### config.mk
export PLATFORM = sky130hd
export DESIGN_NAME = mp_uart
export DESIGN_NICKNAME = d
export VERILOG_FILES = /design/src/rtl/mpu_pkg.sv /design/src/rtl/mpu_regs.sv /design/src/rtl/mpu_tx.sv /design/src/rtl/mpu_rx.sv /design/src/rtl/mp_uart.sv
export SDC_FILE = /design/constraint.sdc
export NUM_CORES = 1
export LEC_CHECK = 0
export BUFFER_PORTS_ARGS = -buffer_cell sky130_fd_sc_hd__buf_4
export CORE_ASPECT_RATIO = 1.2
export CORE_MARGIN = 3
export CORE_UTILIZATION = 40
export DETAILED_ROUTE_END_ITERATION = 7
export SYNTH_ARGS = -nofsm -noshare
export SYNTH_HDL_FRONTEND = slang
export SYNTH_HIERARCHICAL = 1
export SYNTH_SLANG_ARGS = --single-unit
### constraint.sdc
create_clock -name clk -period 2.45 [get_ports clk]
set_clock_uncertainty 0.05 [all_clocks]
set_input_delay 0.1225 -clock clk [delete_from_list [all_inputs] [get_ports clk]]
set_output_delay 0.1225 -clock clk [all_outputs]
set_load 0.005 [all_outputs]
### src/rtl/mpu_pkg.sv
package mpu_pkg;

    localparam int DW = 8;
    localparam int FRAME_MAX = DW + 3;

    localparam logic ADDR_CTRL = 1'b0;
    localparam logic ADDR_DATA = 1'b1;

    typedef enum logic [1:0] {
        MODE_NONE = 2'b00,
        MODE_8B   = 2'b01,
        MODE_9A   = 2'b10,
        MODE_9B   = 2'b11
    } mode_e;

    // Control register image, MSB first.
    typedef struct packed {
        mode_e mode;   // [7:6]
        logic  ri;     // [5] receive done
        logic  ti;     // [4] transmit done
        logic  rx9;    // [3] received extra bit, read-only
        logic  tx9;    // [2] transmit extra bit
        logic  mp_en;  // [1] address filter
        logic  rx_en;  // [0] receive enable
    } ctrl_t;

    typedef struct packed {
        logic [DW-1:0] data;
        logic          bit9;
    } rx_frame_t;

    function automatic logic maj3(input logic a, input logic b, input logic c);
        return (a & b) | (a & c) | (b & c);
    endfunction

    function automatic logic is_nine(input mode_e m);
        return m[1];
    endfunction

    function automatic logic is_active(input mode_e m);
        return m != MODE_NONE;
    endfunction

endpackage

### src/rtl/mpu_regs.sv
module mpu_regs
    import mpu_pkg::*;
(
    input  logic          clk,
    input  logic          rst,
    input  logic          wr,
    input  logic          addr,
    input  logic [7:0]    wdata,
    input  logic          rx_done,
    input  rx_frame_t     rx_frame,
    input  logic          tx_done,
    output ctrl_t         ctrl,
    output logic [7:0]    rdata,
    output logic          tx_start
);

    ctrl_t         ctrl_n;
    logic [DW-1:0] rbuf;
    logic          wr_ctrl;
    logic          rx_accept;

    assign wr_ctrl   = wr && (addr == ADDR_CTRL);
    assign tx_start  = wr && (addr == ADDR_DATA);
    // Filter: with mp_en set only frames whose extra bit is 1 complete.
    assign rx_accept = rx_done && (!ctrl.mp_en || rx_frame.bit9);

    always_comb begin
        ctrl_n = ctrl;
        if (wr_ctrl) begin
            ctrl_n     = ctrl_t'(wdata);
            ctrl_n.rx9 = ctrl.rx9;
        end
        // Hardware sets are applied after the software write: they win.
        if (tx_done) ctrl_n.ti = 1'b1;
        if (rx_accept) begin
            ctrl_n.ri  = 1'b1;
            ctrl_n.rx9 = rx_frame.bit9;
        end
    end

    always_ff @(posedge clk) begin
        if (rst) begin
            ctrl <= '0;
            rbuf <= '0;
        end else begin
            ctrl <= ctrl_n;
            if (rx_accept) rbuf <= rx_frame.data;
        end
    end

    assign rdata = (addr == ADDR_CTRL) ? 8'(ctrl) : rbuf;

    p_ri_set_r12: assert property (@(posedge clk) disable iff (rst)
        rx_accept |=> ctrl.ri);

    p_ti_set_r12: assert property (@(posedge clk) disable iff (rst)
        tx_done |=> ctrl.ti);

    p_rx9_ro_r2: assert property (@(posedge clk) disable iff (rst)
        !$stable(ctrl.rx9) |-> $past(rx_accept));

    p_ti_hold_r4: assert property (@(posedge clk) disable iff (rst)
        (ctrl.ti && !wr_ctrl) |=> ctrl.ti);

    p_mp_drop_r10: assert property (@(posedge clk) disable iff (rst)
        (rx_done && ctrl.mp_en && !rx_frame.bit9) |=> $stable(rbuf));

endmodule

### src/rtl/mpu_tx.sv
module mpu_tx
    import mpu_pkg::*;
#(
    parameter int OSR = 16
) (
    input  logic          clk,
    input  logic          rst,
    input  logic          tick,
    input  mode_e         mode,
    input  logic          start,
    input  logic [DW-1:0] data,
    input  logic          bit9,
    output logic          txd,
    output logic          done
);

    localparam int CW = $clog2(OSR);
    localparam int BW = $clog2(FRAME_MAX + 1);
    localparam logic [CW-1:0] T_END = CW'(OSR - 1);

    typedef enum logic {TX_IDLE, TX_RUN} tx_st_e;

    tx_st_e                 st;
    logic [FRAME_MAX-1:0]   shreg;
    logic [CW-1:0]          tcnt;
    logic [BW-1:0]          bit_idx;
    logic [BW-1:0]          nbits;

    always_ff @(posedge clk) begin
        if (rst) begin
            st      <= TX_IDLE;
            shreg   <= '1;
            tcnt    <= '0;
            bit_idx <= '0;
            nbits   <= '0;
            done    <= 1'b0;
        end else begin
            done <= 1'b0;
            case (st)
                TX_IDLE: begin
                    if (start && is_active(mode)) begin
                        // stop, extra (or second stop-level filler), data, start
                        shreg   <= {1'b1, (is_nine(mode) ? bit9 : 1'b1), data, 1'b0};
                        nbits   <= is_nine(mode) ? BW'(FRAME_MAX) : BW'(FRAME_MAX - 1);
                        bit_idx <= '0;
                        tcnt    <= '0;
                        st      <= TX_RUN;
                    end
                end
                default: begin
                    if (tick) begin
                        if (tcnt == T_END) begin
                            tcnt  <= '0;
                            shreg <= {1'b1, shreg[FRAME_MAX-1:1]};
                            if (bit_idx == nbits - 1'b1) begin
                                st   <= TX_IDLE;
                                done <= 1'b1;
                            end else begin
                                bit_idx <= bit_idx + 1'b1;
                            end
                        end else begin
                            tcnt <= tcnt + 1'b1;
                        end
                    end
                end
            endcase
        end
    end

    assign txd = (st == TX_RUN) ? shreg[0] : 1'b1;

    p_no_tx_mode0_r6: assert property (@(posedge clk) disable iff (rst)
        (st == TX_IDLE && start && !is_active(mode)) |=> (st == TX_IDLE));

    p_tx_hold_r3: assert property (@(posedge clk) disable iff (rst)
        (st == TX_RUN && !tick) |=> $stable(shreg));

endmodule

### src/rtl/mpu_rx.sv
module mpu_rx
    import mpu_pkg::*;
#(
    parameter int OSR         = 16,
    parameter int SYNC_STAGES = 2   // at least 2
) (
    input  logic      clk,
    input  logic      rst,
    input  logic      tick,
    input  logic      rxd,
    input  logic      enable,
    input  logic      nine,
    output logic      done,
    output rx_frame_t frame
);

    localparam int CW  = $clog2(OSR);
    localparam int MID = OSR / 2;
    localparam int IW  = $clog2(DW + 2);
    localparam logic [CW-1:0] S_LO  = CW'(MID - 1);
    localparam logic [CW-1:0] S_MID = CW'(MID);
    localparam logic [CW-1:0] S_HI  = CW'(MID + 1);
    localparam logic [CW-1:0] S_END = CW'(OSR - 1);

    typedef enum logic [1:0] {RX_IDLE, RX_START, RX_BITS, RX_STOP} rx_st_e;

    rx_st_e                 st;
    logic [SYNC_STAGES-1:0] sync_q;
    logic                   line;
    logic [CW-1:0]          tcnt;
    logic                   samp_a;
    logic                   samp_b;
    logic                   bitval;
    logic [DW:0]            shreg;
    logic [IW-1:0]          idx;
    logic [IW-1:0]          nbits;

    always_ff @(posedge clk) begin
        if (rst) sync_q <= '1;
        else     sync_q <= {sync_q[SYNC_STAGES-2:0], rxd};
    end

    assign line   = sync_q[SYNC_STAGES-1];
    assign bitval = maj3(samp_a, samp_b, line);
    assign nbits  = nine ? IW'(DW + 1) : IW'(DW);

    always_ff @(posedge clk) begin
        if (rst) begin
            st     <= RX_IDLE;
            tcnt   <= '0;
            samp_a <= 1'b1;
            samp_b <= 1'b1;
            shreg  <= '0;
            idx    <= '0;
            done   <= 1'b0;
            frame  <= '0;
        end else begin
            done <= 1'b0;
            if (!enable) begin
                st <= RX_IDLE;
            end else if (tick) begin
                if (st == RX_IDLE) begin
                    if (!line) begin
                        st   <= RX_START;
                        tcnt <= CW'(1);
                        idx  <= '0;
                    end
                end else begin
                    tcnt <= (tcnt == S_END) ? '0 : tcnt + 1'b1;
                    if (tcnt == S_LO)  samp_a <= line;
                    if (tcnt == S_MID) samp_b <= line;
                    if (tcnt == S_HI) begin
                        case (st)
                            RX_START: if (bitval) st <= RX_IDLE;
                            RX_BITS: begin
                                shreg <= {bitval, shreg[DW:1]};
                                idx   <= idx + 1'b1;
                            end
                            RX_STOP: begin
                                st         <= RX_IDLE;
                                done       <= 1'b1;
                                frame.data <= nine ? shreg[DW-1:0] : shreg[DW:1];
                                frame.bit9 <= nine ? shreg[DW] : bitval;
                            end
                            default: ;
                        endcase
                    end
                    if (tcnt == S_END) begin
                        if (st == RX_START)                    st <= RX_BITS;
                        else if (st == RX_BITS && idx == nbits) st <= RX_STOP;
                    end
                end
            end
        end
    end

    p_rx_off_r6: assert property (@(posedge clk) disable iff (rst)
        !enable |=> (st == RX_IDLE && !done));

    p_rx_done_stop_r5: assert property (@(posedge clk) disable iff (rst)
        done |-> ($past(st) == RX_STOP));

endmodule

### src/rtl/mp_uart.sv
module mp_uart
    import mpu_pkg::*;
#(
    parameter int OSR         = 16,
    parameter int SYNC_STAGES = 2
) (
    input  logic       clk,
    input  logic       rst,
    input  logic       reg_addr,
    input  logic       reg_wr,
    input  logic [7:0] reg_wdata,
    output logic [7:0] reg_rdata,
    input  logic       baud_tick,
    input  logic       rxd,
    output logic       txd,
    output logic       irq
);

    ctrl_t     ctrl;
    rx_frame_t rx_frame;
    logic      rx_done;
    logic      tx_done;
    logic      tx_start;
    logic      rx_enable;

    assign rx_enable = ctrl.rx_en && is_active(ctrl.mode);

    mpu_regs regs_i (
        .clk      (clk),
        .rst      (rst),
        .wr       (reg_wr),
        .addr     (reg_addr),
        .wdata    (reg_wdata),
        .rx_done  (rx_done),
        .rx_frame (rx_frame),
        .tx_done  (tx_done),
        .ctrl     (ctrl),
        .rdata    (reg_rdata),
        .tx_start (tx_start)
    );

    mpu_tx #(.OSR(OSR)) tx_i (
        .clk   (clk),
        .rst   (rst),
        .tick  (baud_tick),
        .mode  (ctrl.mode),
        .start (tx_start),
        .data  (reg_wdata),
        .bit9  (ctrl.tx9),
        .txd   (txd),
        .done  (tx_done)
    );

    mpu_rx #(.OSR(OSR), .SYNC_STAGES(SYNC_STAGES)) rx_i (
        .clk    (clk),
        .rst    (rst),
        .tick   (baud_tick),
        .rxd    (rxd),
        .enable (rx_enable),
        .nine   (is_nine(ctrl.mode)),
        .done   (rx_done),
        .frame  (rx_frame)
    );

    assign irq = ctrl.ti | ctrl.ri;

endmodule

## Word-level counts from Yosys, hierarchy flattened

Index checks and enable logic that the tools add are counted.

| storage, ports and cells | value |
|---|---|
| flip-flop bits (word level) | 74 |
| output and inout bits | 10 |

| cells by class | value |
|---|---|
| add/subtract/negate cells | 5 |
| eq/ne operators | 14 |
| multiplexer cells | 45 |
| bitwise operators | 13 |
| reductions and logical operators | 29 |

Operator list:

| cell | count |
|---|---|
| 4-bit 2-to-1 mux | 15 |
| 11-bit 2-to-1 mux | 4 |
| 4-bit by 1-bit adder with 4-bit output, second input constant | 4 |
| 4-bit equality test, second input constant | 4 |
| 8-bit 2-to-1 mux | 2 |
| 1-bit 2-to-1 mux | 15 |
| 5-bit AND reduction | 3 |
| 2-bit 2-to-1 mux | 7 |
| 4-bit AND reduction | 3 |
| 2-bit nonzero test | 6 |
| 4-bit equality test | 2 |
| 2-bit inequality test, second input constant | 4 |
| 1-bit NOT | 7 |
| 1-bit logical AND | 6 |
| 6-bit 2-to-1 mux | 1 |
| 2-bit AND reduction | 3 |
| 3-bit AND reduction | 2 |
| 5-bit OR reduction | 1 |
| 2-bit equality test, second input constant | 2 |
| 4-bit by 3-bit equality test with 1-bit output, second input constant | 1 |
| 2-bit case mux with 2 select lines | 1 |
| 4-bit OR reduction | 1 |
| 4-bit by 1-bit subtractor with 4-bit output, second input constant | 1 |
| 1-bit bitwise AND | 3 |
| 6 further kinds | 8 |

## Depth between registers and ports, before layout

Gate-level depths: netlist (run 1).

| depth | value |
|---|---|
| word-level depth | 10 |
| gate-level depth with buffers | 7 |
| depth with buffers taken out | 6 |

## Cells and area by module

The synthesis (run 1) kept the hierarchy.

Modules (own cells, without submodules):

| module | instances | cells each | area an instance (µm²) | seq. area each (µm²) |
|---|---|---|---|---|
| mpu_rx | 1 | 161 | 1537.7 | 660.6 |
| mpu_tx | 1 | 121 | 1113.6 | 440.4 |
| mpu_regs | 1 | 84 | 797.0 | 320.3 |
| mp_uart | 1 | 2 | 13.8 | 0.0 |

## Least setup slack after synthesis (run 1)

OpenSTA, ideal clock, no wires.

| timing | value |
|---|---|
| path type | reg2reg |
| start | register tx_i.nbits[0] |
| end | register tx_i.bit_idx[3] |
| arrival | 1.736 ns |
| data required time | 2.326 ns |
| setup slack | 0.589 ns |
| stages on the path, launching flop included | 8 |
| buffers on the path | 1 |
| clock period less this slack | 1.861 ns |
| cells stage by stage | dfxtp_1 inv_1 ha_1 xor2_1 and4_1 clkbuf_1 or4_1 a31oi_1 |

| on the way | value |
|---|---|
| word-level cells in the longest chain between the ends | 4 |

Ends and longest elaborated chain:

| what | line | source |
|---|---|---|
| start, declared | mpu_tx.sv:27 | `logic [BW-1:0] nbits;` |
| start signal, assigned | mpu_tx.sv:44 | `nbits <= is_nine(mode) ? BW'(FRAME_MAX) : BW'(FRAME_MAX - 1);` |
| 4-bit by 1-bit subtractor with 4-bit output | mpu_tx.sv:55 | `if (bit_idx == nbits - 1'b1) begin` |
| 4-bit equality test | mpu_tx.sv:55 |  |
| 2-bit inequality test (no source line) | n/a |  |
| 4-bit AND reduction (no source line) | n/a |  |
| end signal, assigned | mpu_tx.sv:59 | `bit_idx <= bit_idx + 1'b1;` |
| end, declared | mpu_tx.sv:26 | `logic [BW-1:0] bit_idx;` |

No other way between the ends.
A chain may end at the register's enable or synchronous reset.

## Worst setup path after layout (run 1)

| timing | value |
|---|---|
| start | register rx_i.tcnt[1] |
| end | register rx_i.idx[3] |

| on the way | value |
|---|---|
| word-level cells in the longest chain between the ends | 3 |

Ends and longest elaborated chain:

| what | line | source |
|---|---|---|
| start, declared | mpu_rx.sv:30 | `logic [CW-1:0] tcnt;` |
| start signal, assigned | mpu_rx.sv:69 | `tcnt <= (tcnt == S_END) ? '0 : tcnt + 1'b1;` |
| 4-bit equality test | mpu_rx.sv:72 | `if (tcnt == S_HI) begin` |
| 2-bit nonzero test (no source line) | n/a |  |
| 5-bit AND reduction (no source line) | n/a |  |
| end signal, assigned | mpu_rx.sv:77 | `idx <= idx + 1'b1;` |
| end, declared | mpu_rx.sv:35 | `logic [IW-1:0] idx;` |

No other way between the ends.

==> results.tsv, run 1 <==
stage	metric	value	unit
cts	clock buffer count from CTS	9	
worst_setup_path	CP Launch Type	flop	
pwr	Tot Pwr	2265	µW
detailed_routing	Residual DRC	0	
sta	final worst slack	0.5075	ns
cts	CTS Hold Bufs	3	
detailed_routing	DR WL/cell	13.22	µm
pwr	sequential power share	51.8	%
layout	final instance area	3951	µm²
cts	Bufs on Longest Clock Path	2	
worst_setup_path	Crit path required time	2.62	ns
synthesis	mux share of post-synthesis cell area	13.91	%
synthesis	combinational family with the most area after synthesis	simple AND/OR/NAND/NOR gates	
cts	Clock transition at path regs	0.07	ns
cts	CTS tree	built	
synthesis	Seq/Total Area, Yosys	41.06	%
sta	relative slew slack	54.87	%
synthesis	syn_nets	390	
synthesis	EDFF count, synth	0	
grt	gr ovfl total	0	
cts	H-tree depth	3	
cts	Root Driver	clkbuf_8	
worst_setup_path	CP Capture Type	flop	
worst_setup_path	CP arrival	2.11	ns
detailed_routing	antenna viol nets, final	0	
detailed_routing	Initial DRC Count	73	
sta	Slew Viols, Final	0	
layout	Area Growth Syn to Fin	14.13	%
synthesis	Synth Area in XOR/XNOR	1.771	%
pwr	Sw Ratio	22.35	%
synthesis	simple-gate area share of the yosys netlist	22.12	%
synthesis	Cells after Synth	368	
sta	hold_ws	0.01421	ns
synthesis	mean area per synthesized cell	9.408	µm²
worst_setup_path	Max stage delay cell, worst path	a2111oi_4	
run	max_cap viols	0	
synthesis	complex-gate fraction of the synthesized area	13.59	%
synthesis	most frequently used flop master after synthesis	dfxtp_1	
cts	Post-CTS Repair Setup Buffers	0	
placed_design	I/O Buffers	23	
pwr	Clk pwr share	42.3	%
sta	RSZ-0062 raised after global routing	no	
placed_design	Placed Area	3712	µm²
cts	PostCTS Resize Cnt	0	
worst_setup_path	crit-path cells	inv_1 -> ha_1 -> nand3b_4 -> a2111oi_4 -> nand4_1 -> mux2_1	
worst_setup_path	Worst path max stage delay	0.51	ns
synthesis	Netlist cell types	57	
pwr	Leak	0.001472	µW
pwr	PwrDens	573.4	nW/µm²
worst_setup_path	worst setup path category	reg2reg	
sta	Final Hold Fails	0	
layout	diode count	0	
worst_hold_path	Hold/Removal Path Class	in2reg	
grt	vias in the first global route	2476	
placed_design	Post-DP HPWL	4778	µm
cts	Clock Latency Late Sink	0.34	ns
sta	Max Fclk	514.8	MHz
synthesis	yosys warns	6	
pwr	Combinational Power Share	5.9	%
floorplanning	die area	9812	µm²
sta	fin crit share	79.29	%
pwr	Internal Power	1759	µW
pwr	P_sw	506.4	µW
sta	final setup vio count	0	
detailed_routing	via density per instance	5.149	
run_status	status	finished, final reports clean	
worst_setup_path	CP delay by family, top	compound AO/OA/AOI/OAI gates	
worst_setup_path	CP max FO	6	
floorplanning	I/O pins	24	
sta	worst slew pin tran	0.6682	ns
sta	setup tns final	0	ns
placed_design	setup slack at placement	0.5319	ns
layout	fin nets	412	
pwr	Peak VDD IR	0.2388	mV
floorplanning	Horiz. Die Dim	90.93	µm
grt	first-pass GRT wire length	11380	µm
synthesis	Seq cells post-synth	71	
layout	layout cell share with drive strength beyond 1	20.25	%
synthesis	post-synthesis adder-cell area fraction	3.180	%
placed_design	Placer Congestion	0.7808	
detailed_routing	router iterations before antenna repair	5	
floorplanning	initial core utilization	41.77	%
floorplanning	Placeable Area	8288	µm²
detailed_routing	Post-Route WL	6729	µm
detailed_routing	vias	2621	
worst_setup_path	number of buffers and inverters on the critical path	1	
synthesis	Async SR Flop Fraction	0	%
sta	Period minus WS final	1.943	ns
synthesis	area of the mapped netlist	3462	µm²
grt	Tot GR Track Use	14.10	%
grt	largest net degree at the start of global routing	39	
floorplanning	Vert. Die Dim	107.9	µm
grt	initial antenna violation count	0	
floorplanning	# rows	36	
cts	Clock Sinks	71	
## cell usage after synthesis, types with 9 or more instances
library cell / instances / area share [%]
clkbuf_1: 13 / 1.4
nand2b_1: 19 / 3.4
a211oi_1: 10 / 2.2
inv_1: 9 / 0.98
nand2_1: 25 / 2.7
a21oi_1: 18 / 2.6
nor2_1: 33 / 3.6
nand4b_1: 11 / 2.8
dfxtp_1: 71 / 41
o21ai_2: 9 / 2.3
mux2i_1: 29 / 8.4
mux2_2: 16 / 5.2
## power by group through the flow
| stage | Clock (µW) | Combinational [µW] | Sequential [µW] |
|---|---|---|---|
| finish | 958 | 134 | 1170 |
| global route | 1040 | 148 | 1170 |
| CTS | 986 | 136 | 1170 |
| detailed placement | 0 | 132 | 1200 |
| global placement | 0 | 132 | 1200 |
| floorplan | 0 | 87.5 | 1200 |
## metal layers
metal / share of wire [%] / up-vias / global-route usage, %
met3: 3.7 / 10 / 3.846
met2: 46 / 41 / 23.83
li1: - / 1356 / -
met5: 0 / - / 0
met1: 48 / 1214 / 17.24
met4: 1.6 / 0 / 5.065
## sequential cells by signal, indices dropped and copies added (netlist names)
signal        cells
regs_i/rbuf       8
rx_i/samp_a       1
tx_i/done         1
tx_i/shreg       10
rx_i/tcnt         4
tx_i/nbits        2
tx_i/st           1
rx_i/shreg        9
rx_i/frame        9
rx_i/st           2
rx_i/sync_q       2
rx_i/samp_b       1
tx_i/bit_idx      4
rx_i/idx          4
rx_i/done         1
regs_i/ctrl       8
tx_i/tcnt         4
## path summary, 6_finish.rpt
kind | startpoint | to | slack, ns | cells after the start
setup / recovery | rx_i/tcnt[1] | rx_i/idx[3] | 0.51 | 6
hold / removal | reg_wdata[7] | regs_i/ctrl[7] | 0.01 | 3
setup reg to reg | rx_i/tcnt[1] | rx_i/idx[3] | 0.51 | 6
hold reg to reg | rx_i/sync_q[0] | rx_i/sync_q[1] | 0.36 | 1
## cell usage in the layout, fill, tap and decap left out, drive strengths merged, types with 10 or more instances in the layout
cell type / Yosys / layout
nand2: 25 / 25
o21ai: 17 / 17
clkbuf: 13 / 12
buf: 9 / 30
mux2i: 29 / 29
nor2: 33 / 33
a21oi: 18 / 18
nand4b: 11 / 11
a211oi: 10 / 10
dfxtp: 71 / 71
nand2b: 20 / 20
mux2: 17 / 17
## area by class of cell
cell class	instances	area, µm²
tap	114	142.6
fill	801	4337
clock buffer	12	155.1
timing repair buffer	33	255.2
inverter	9	33.78
multi-input combinational	266	1889
sequential	71	1421
clock inverter	4	53.80
## through the flow
step                      instances  utilization (%)
after floorplan                 368                -
final                           509            47.68
after detailed placement        490            44.79
after CTS                       509            47.68
after global placement          490            44.79
after global routing            509            47.68
## tightest hold or removal path, cell delays in order
cell,delay (ns)
buf_4,0.11
nand2_1,0.05
a21oi_1,0.06
## kinds of logic after synthesis
kind of cell               Yosys count
adders and majority gates            9
AOI/OAI and AO/OA                   67
buffers and inverters               31
muxes                               46
and+or+nand+nor                    137
DFF                                 71
xor gates and xnor gates             7
Power figures use the tool's default switching activity.
==> inputs of run 2 (changes only) <==
--- a/config.mk
+++ b/config.mk
@@ -5,6 +5,7 @@
 export SDC_FILE = /design/constraint.sdc
 export NUM_CORES = 1
 export LEC_CHECK = 0
+export ABC_AREA = 1
 export BUFFER_PORTS_ARGS = -buffer_cell sky130_fd_sc_hd__buf_4
 export CORE_ASPECT_RATIO = 1.2
 export CORE_MARGIN = 3
==> constraint.sdc (replaced) <==
create_clock -name clk -period 1.6 [get_ports clk]
set_clock_uncertainty 0.05 [all_clocks]
set_input_delay 0.08 -clock clk [delete_from_list [all_inputs] [get_ports clk]]
set_output_delay 0.08 -clock clk [all_outputs]
set_load 0.005 [all_outputs]
==> run 2 against run 1 <==
  * Critical path depth increased by 2
  * Final area increased by 6.4%
  * Wire length increased by 11%
  * Largest power group unchanged
  * Largest cell class unchanged
  * Synthesized cell count increased by 31%
  * Power increased by 66%
==> results.tsv, run 2 <==
stage	metric	value	unit	change
sta	fin crit share	93.87	%	+15 points
floorplanning	I/O pins	24		unchanged
sta	worst slew pin tran	0.6045	ns	-0.06366 ns
layout	most common cell after layout, fill and taps aside	nand2_1		
cts	H-tree depth	3		unchanged
cts	Bufs on Longest Clock Path	2		unchanged
worst_setup_path	CP Capture Type	flop		
pwr	sequential power share	48.4	%	-3.4 points
cts	Clock Latency Late Sink	0.34	ns	about the same
detailed_routing	Post-Route WL	7498	µm	+11%
pwr	Peak VDD IR	0.4448	mV	+86%
sta	Slew Viols, Final	0		unchanged
grt	gr ovfl total	0		unchanged
sta	Max Fclk	665.8	MHz	+29%
synthesis	area of the mapped netlist	3396	µm²	-1.9%
worst_setup_path	CP max FO	6		unchanged
cts	Clock Sinks	71		unchanged
worst_setup_path	CP Launch Type	flop		
sta	RSZ-0062 raised after global routing	yes		
detailed_routing	antenna viol nets, final	0		unchanged
floorplanning	Horiz. Die Dim	90.11	µm	-0.90%
synthesis	Yosys top cell by area	dfxtp_1		
sta	Period minus WS final	1.502	ns	-0.4407 ns
grt	first-pass GRT wire length	13080	µm	+15%
detailed_routing	vias	3087		+18%
layout	final core occ	51.30	%	+3.6 points
sta	hold_ws	0.03882	ns	+0.02460 ns
floorplanning	# rows	36		unchanged
synthesis	Seq cells post-synth	71		unchanged
cts	clock buffer count from CTS	9		unchanged
worst_setup_path	crit-path cells	inv_2 -> ha_4 -> nand3_4 -> nor3_4 -> nand2_4 -> buf_12 -> o21ai_1 -> nor2_1		
grt	largest net degree at the start of global routing	23		-41%
cts	Clock transition at path regs	0.07	ns	about the same
layout	Top Registers	tx_i/shreg x10, rx_i/frame x9, rx_i/shreg x9		
worst_setup_path	Worst path max stage delay	0.33	ns	-0.18 ns
detailed_routing	via density per instance	4.757		-7.6%
layout	fin nets	552		+34%
placed_design	Placer Congestion	0.8438		+8.1%
sta	final setup vio count	0		unchanged
worst_setup_path	Crit path required time	1.78	ns	-0.84 ns
synthesis	yosys warns	6		unchanged
floorplanning	initial core utilization	41.42	%	-0.35 points
placed_design	setup slack at placement	0.005073	ns	-0.5268 ns
cts	Root Driver	clkbuf_8		
placed_design	I/O Buffers	23		unchanged
worst_setup_path	Max stage delay cell, worst path	dfxtp_2		
layout	# fillers	848		+5.9%
floorplanning	Placeable Area	8198	µm²	-1.1%
worst_setup_path	worst setup path category	reg2reg		
grt	initial antenna violation count	0		unchanged
detailed_routing	Residual DRC	0		unchanged
detailed_routing	Initial DRC Count	163		+120%
grt	Tot GR Track Use	16.52	%	+2.4 points
pwr	Clk pwr share	44.0	%	+1.7 points
synthesis	Async SR Flop Fraction	0	%	unchanged
synthesis	mean area per synthesized cell	7.031	µm²	-25%
sta	Final Hold Fails	0		unchanged
pwr	PwrDens	891.7	nW/µm²	+56%
worst_setup_path	number of buffers and inverters on the critical path	2		+1
placed_design	Post-DP HPWL	5361	µm	+12%
pwr	P_sw	868.0	µW	+71%
floorplanning	Vert. Die Dim	106.9	µm	-0.91%
layout	most frequent cells in the layout	nand2_1, nor2_1, dfxtp_1		
pwr	Sw Ratio	23.15	%	+0.79 points
sta	final worst slack	0.09814	ns	-0.4093 ns
cts	CTS tree	built		
worst_hold_path	Hold/Removal Path Class	in2reg		
synthesis	Synth area leaders	dfxtp_1, nand2_1, nor2_1		
layout	layout cell share with drive strength beyond 1	20.19	%	-0.066 points
worst_setup_path	CP delay by family, top	simple AND/OR/NAND/NOR gates		
synthesis	most frequent cell after synthesis	nand2_1		
layout	Biggest register	tx_i/shreg		
worst_setup_path	CP arrival	1.68	ns	-0.43 ns
run	max_cap viols	0		unchanged
layout	diode count	0		unchanged
sta	relative slew slack	59.65	%	+4.8 points
detailed_routing	DR WL/cell	11.55	µm	-13%
layout	Area Growth Syn to Fin	23.84	%	
floorplanning	die area	9635	µm²	-1.8%
layout	max reg flops	10		unchanged
synthesis	Cells after Synth	483		+31%
synthesis	EDFF count, synth	0		unchanged
synthesis	Synth top cells by count	nand2_1, nor2_1, dfxtp_1, inv_1, o21ai_0		
grt	vias in the first global route	2927		+18%
run_status	status	finished, final reports clean		
detailed_routing	router iterations before antenna repair	4		-1
pwr	Combinational Power Share	7.7	%	+1.8 points
synthesis	Netlist cell types	33		-42%
synthesis	Yosys top cell area share	41.86	%	+0.80 points
sta	setup tns final	0	ns	unchanged
synthesis	syn_nets	505		+29%
pwr	Leak	0.001815	µW	+23%
pwr	Internal Power	2882	µW	+64%
synthesis	most frequently used flop master after synthesis	dfxtp_1		
synthesis	Seq/Total Area, Yosys	41.86	%	+0.80 points
-- run 2: metrics by stage --
step,cell area [µm²],instances,total power (µW)
2_1_floorplan,3396,483,2009
3_3_place_gp,3759,620,2111
3_5_place_dp,3759,620,2113
4_1_cts,4093,646,3793
5_1_grt,4205,649,3916
6_report,4205,649,3750
-- run 2: worst reg2reg max path, cell delays in order, from the launching register on --
cell     delay (ns)
dfxtp_2        0.33
inv_2          0.07
ha_4           0.13
nand3_4        0.07
nor3_4         0.31
nand2_4        0.13
buf_12         0.15
o21ai_1        0.11
nor2_1         0.05
-- run 2: power by group through the flow --
stage | clock network (µW) | registers (µW) | logic [µW]
after floorplan | 0 | 1850 | 157
after global routing | 1780 | 1820 | 323
after detailed placement | 0 | 1850 | 259
final | 1650 | 1810 | 288
after global placement | 0 | 1850 | 257
after CTS | 1700 | 1810 | 280
-- run 2: metal layers --
| layer | GRT usage [%] | up-vias | share of wire, % |
|---|---|---|---|
| met4 | 7.221 | 0 | 1.4 |
| met1 | 20.70 | 1394 | 48 |
| li1 | - | 1645 | - |
| met3 | 3.439 | 7 | 3.0 |
| met2 | 27.50 | 41 | 48 |
| met5 | 0 | - | 0 |
-- run 2: kinds of logic after synthesis --
family / after synthesis / synth area share [%]
simple gates: 251 / 32.87
fa+ha+maj: 8 / 2.948
buf+inv: 68 / 8.032
xor+xnor: 4 / 1.032
compound gates: 81 / 13.26
flops: 71 / 41.86
-- run 2: worst paths after layout --
kind,cells past startpoint,end,startpoint,slack (ns)
max,8,rx_i/shreg[0],rx_i/tcnt[1],0.1
min,3,regs_i/ctrl[2],reg_wr,0.04
max reg2reg,8,rx_i/shreg[0],rx_i/tcnt[1],0.1
min reg2reg,1,rx_i/sync_q[1],rx_i/sync_q[0],0.36
-- run 2: layout make-up --
class                   instances  area, µm²  share of cell area, %
clock buffers                  11      151.4                  3.600
clock inverters                 5      80.08                  1.904
inverters                      54      209.0                  4.969
multi-input cells             344       1779                  42.31
flip-flops and latches         71       1430                  34.01
well taps                     114      142.6                  3.392
repair buffers                 50      412.9                  9.819
-- run 2: timing repair --
action / 4_1_cts / 5_1_grt
resized for setup: 1 / 31
pin swaps: 0 / 8
cloned: 0 / 0
hold buffers: 10 / 0
endpoints found under the setup margin: 1 / 27
buffers inserted: 0 / 3
hold endpoints to repair: 15 / 0
==> inputs of run 3 (changes only) <==
--- a/config.mk
+++ b/config.mk
@@ -11,6 +11,7 @@
 export CORE_MARGIN = 3
 export CORE_UTILIZATION = 40
 export DETAILED_ROUTE_END_ITERATION = 7
+export PLACE_DENSITY = 0.67
 export SYNTH_ARGS = -nofsm -noshare
 export SYNTH_HDL_FRONTEND = slang
 export SYNTH_HIERARCHICAL = 1
==> run 3 against run 2 <==
  * Flip-flop and latch count did not move
  * Global-route usage fell by 0.060 points
  * Die area did not move
  * Register-to-register slack barely moved
  * Final cell count fell by 0.77%
  * Power fell by 7.8%
  * Largest cell class unchanged
  * Largest power group unchanged
  * Highest routed layer unchanged
==> results.tsv, run 3 (synthesis results as in run 2) <==
stage	metric	value	unit	change
cts	Clock transition at path regs	0.07	ns	about the same
worst_setup_path	CP delay by family, top	simple AND/OR/NAND/NOR gates		
placed_design	I/O Buffers	23		unchanged
worst_setup_path	CP max FO	3		-3
detailed_routing	DR WL/cell	11.68	µm	+1.1%
worst_setup_path	Worst Reg2Reg Path Length in Cells	10		+2
cts	Bufs on Longest Clock Path	2		unchanged
floorplanning	initial core utilization	41.42	%	unchanged
grt	vias in the first global route	2999		+2.5%
layout	final core occ	50.12	%	-1.2 points
grt	gr ovfl total	0		unchanged
worst_setup_path	Worst R2R Start	tx_i/nbits[0]		
worst_setup_path	Reg2Reg Setup Slack	0.09	ns	about the same
worst_setup_path	cell depth of the worst setup path	10		+2
grt	initial antenna violation count	0		unchanged
placed_design	Placed Area	3709	µm²	-1.3%
layout	Area Growth Syn to Fin	21.00	%	
layout	# fillers	839		-1.1%
layout	Top Registers	tx_i/shreg x10, rx_i/frame x9, rx_i/shreg x9		
layout	most frequent cells in the layout	nand2_1, nor2_1, dfxtp_1		
layout	area of the multi-input gates	1777	µm²	-0.14%
grt	largest net degree at the start of global routing	23		unchanged
worst_setup_path	CP arrival	1.67	ns	about the same
floorplanning	Placeable Area	8198	µm²	unchanged
worst_hold_path	Hold/Removal Path Class	in2reg		
floorplanning	Vert. Die Dim	106.9	µm	unchanged
worst_setup_path	Crit path required time	1.76	ns	-0.02 ns
detailed_routing	vias	3122		+1.1%
pwr	Leak	0.001768	µW	-2.6%
floorplanning	Horiz. Die Dim	90.11	µm	unchanged
worst_setup_path	number of buffers and inverters on the critical path	3		+1
grt	first-pass GRT wire length	13140	µm	+0.47%
detailed_routing	Residual DRC	0		unchanged
floorplanning	die area	9635	µm²	unchanged
sta	Slew Viols, Final	0		unchanged
layout	Biggest register	tx_i/shreg		
run_status	status	finished, final reports clean		
placed_design	setup slack at placement	-0.005677	ns	-0.01075 ns
worst_setup_path	CP Launch Type	flop		
pwr	Peak VDD IR	0.3761	mV	-15%
grt	Tot GR Track Use	16.46	%	-0.060 points
sta	Period minus WS final	1.506	ns	+0.004571 ns
worst_hold_path	hold_sp	baud_tick		
cts	Clock Sinks	71		unchanged
sta	final worst slack	0.09357	ns	-0.004571 ns
layout	final instance area	4109	µm²	-2.3%
worst_hold_path	hold path depth	4		+1
sta	final setup vio count	0		unchanged
worst_setup_path	Worst path max stage delay	0.35	ns	+0.02 ns
detailed_routing	router iterations before antenna repair	4		unchanged
run	max_cap viols	0		unchanged
sta	relative slew slack	62.64	%	+3.0 points
worst_setup_path	Max stage delay cell, worst path	dfxtp_2		
layout	max reg flops	10		unchanged
sta	Max Fclk	663.8	MHz	-0.30%
pwr	PwrDens	841.8	nW/µm²	-5.6%
layout	layout cell share with drive strength beyond 1	19.62	%	-0.56 points
cts	Root Driver	clkbuf_8		
worst_setup_path	worst setup path category	reg2reg		
placed_design	Post-DP HPWL	5253	µm	-2.0%
worst_setup_path	crit-path cells	inv_2 -> ha_4 -> inv_1 -> nand2_1 -> nand2_1 -> nor2_2 -> nand2_2 -> buf_4 -> nand3_1 -> a21oi_1		
sta	worst slew pin tran	0.5598	ns	-0.04475 ns
worst_hold_path	Hold Path Sink	rx_i/st[1]		
floorplanning	# rows	36		unchanged
layout	diode count	0		unchanged
floorplanning	I/O pins	24		unchanged
cts	H-tree depth	3		unchanged
sta	RSZ-0062 raised after global routing	yes		
sta	Final Hold Fails	0		unchanged
worst_setup_path	worst reg2reg path endpoint	tx_i/bit_idx[1]		
sta	fin crit share	94.15	%	+0.29 points
worst_setup_path	most frequent CP cell	nand2_1		
detailed_routing	antenna viol nets, final	0		unchanged
placed_design	Placer Congestion	0.8071		-4.3%
detailed_routing	Initial DRC Count	143		-12%
layout	storage element area	1428	µm²	-0.17%
detailed_routing	via density per instance	4.848		+1.9%
layout	fin nets	549		-0.54%
worst_setup_path	CP Capture Type	flop		
cts	Clock Latency Late Sink	0.33	ns	about the same
cts	CTS tree	built		
layout	most common cell after layout, fill and taps aside	nand2_1		
cts	clock buffer count from CTS	9		unchanged
sta	hold_ws	0.01964	ns	-0.01918 ns
detailed_routing	Post-Route WL	7522	µm	+0.32%
-- run 3: worst max-delay path by stage --
stage | to | from
after floorplan | rx_i/frame[1] | regs_i/ctrl[7]
after global placement | rx_i/frame[0] | regs_i/ctrl[6]
after detailed placement | rx_i/frame[0] | regs_i/ctrl[6]
after CTS | rx_i/frame[0] | regs_i/ctrl[6]
after global routing | tx_i/bit_idx[0] | tx_i/nbits[0]
final | tx_i/bit_idx[1] | tx_i/nbits[0]
-- run 3: layout make-up --
| class | instances | area share, % |
|---|---|---|
| clock inverters | 4 | 1.157 |
| flip-flops and latches | 71 | 34.74 |
| inverters | 54 | 5.146 |
| repair buffers | 44 | 8.587 |
| multi-input cells | 345 | 43.24 |
| repair inverters | 2 | 0.3045 |
| well taps | 114 | 3.471 |
| clock buffers | 10 | 3.350 |
-- run 3: power by group --
group          switching [µW]  total [µW]  internal [µW]
sequential               17.7        1820           1800
combinational             161         275            114
clock                     628        1370            740
total                     807        3460           2650
-- run 3: repair_timing --
action	in CTS	in global routing
hold endpoints to repair	13	0
pin swaps	0	6
buffers inserted	0	3
gates resized for setup	1	38
gates cloned	0	3
hold buffers	9	0
setup endpoints to repair	2	31
-- run 3: per-stage QoR --
stage | instances | TNS (ns) | power (µW)
floorplan | 483 | 0 | 2009
global placement | 615 | 0 | 2099
detailed placement | 615 | -0.005677 | 2102
CTS | 638 | 0 | 3497
global route | 644 | -0.2351 | 3627
finish | 644 | 0 | 3459
-- run 3: worst register-to-register path, delay by kind of cell, from the launching register on --
kind | cells | cell delay, ns
AO/OA/AOI/OAI | 1 | 0.07
adder cells (fa/ha/maj) | 1 | 0.26
buffers and inverters | 3 | 0.23
flip-flops | 1 | 0.35
AND/OR/NAND/NOR | 5 | 0.43
-- run 3: layer usage --
metal,global-route usage (%),routed length [µm],part of all wire [%]
met3,3.930,190,2.5
met2,28.56,3725,50
met1,19.93,3481,46
met5,0,0,0
met4,5.799,125,1.7
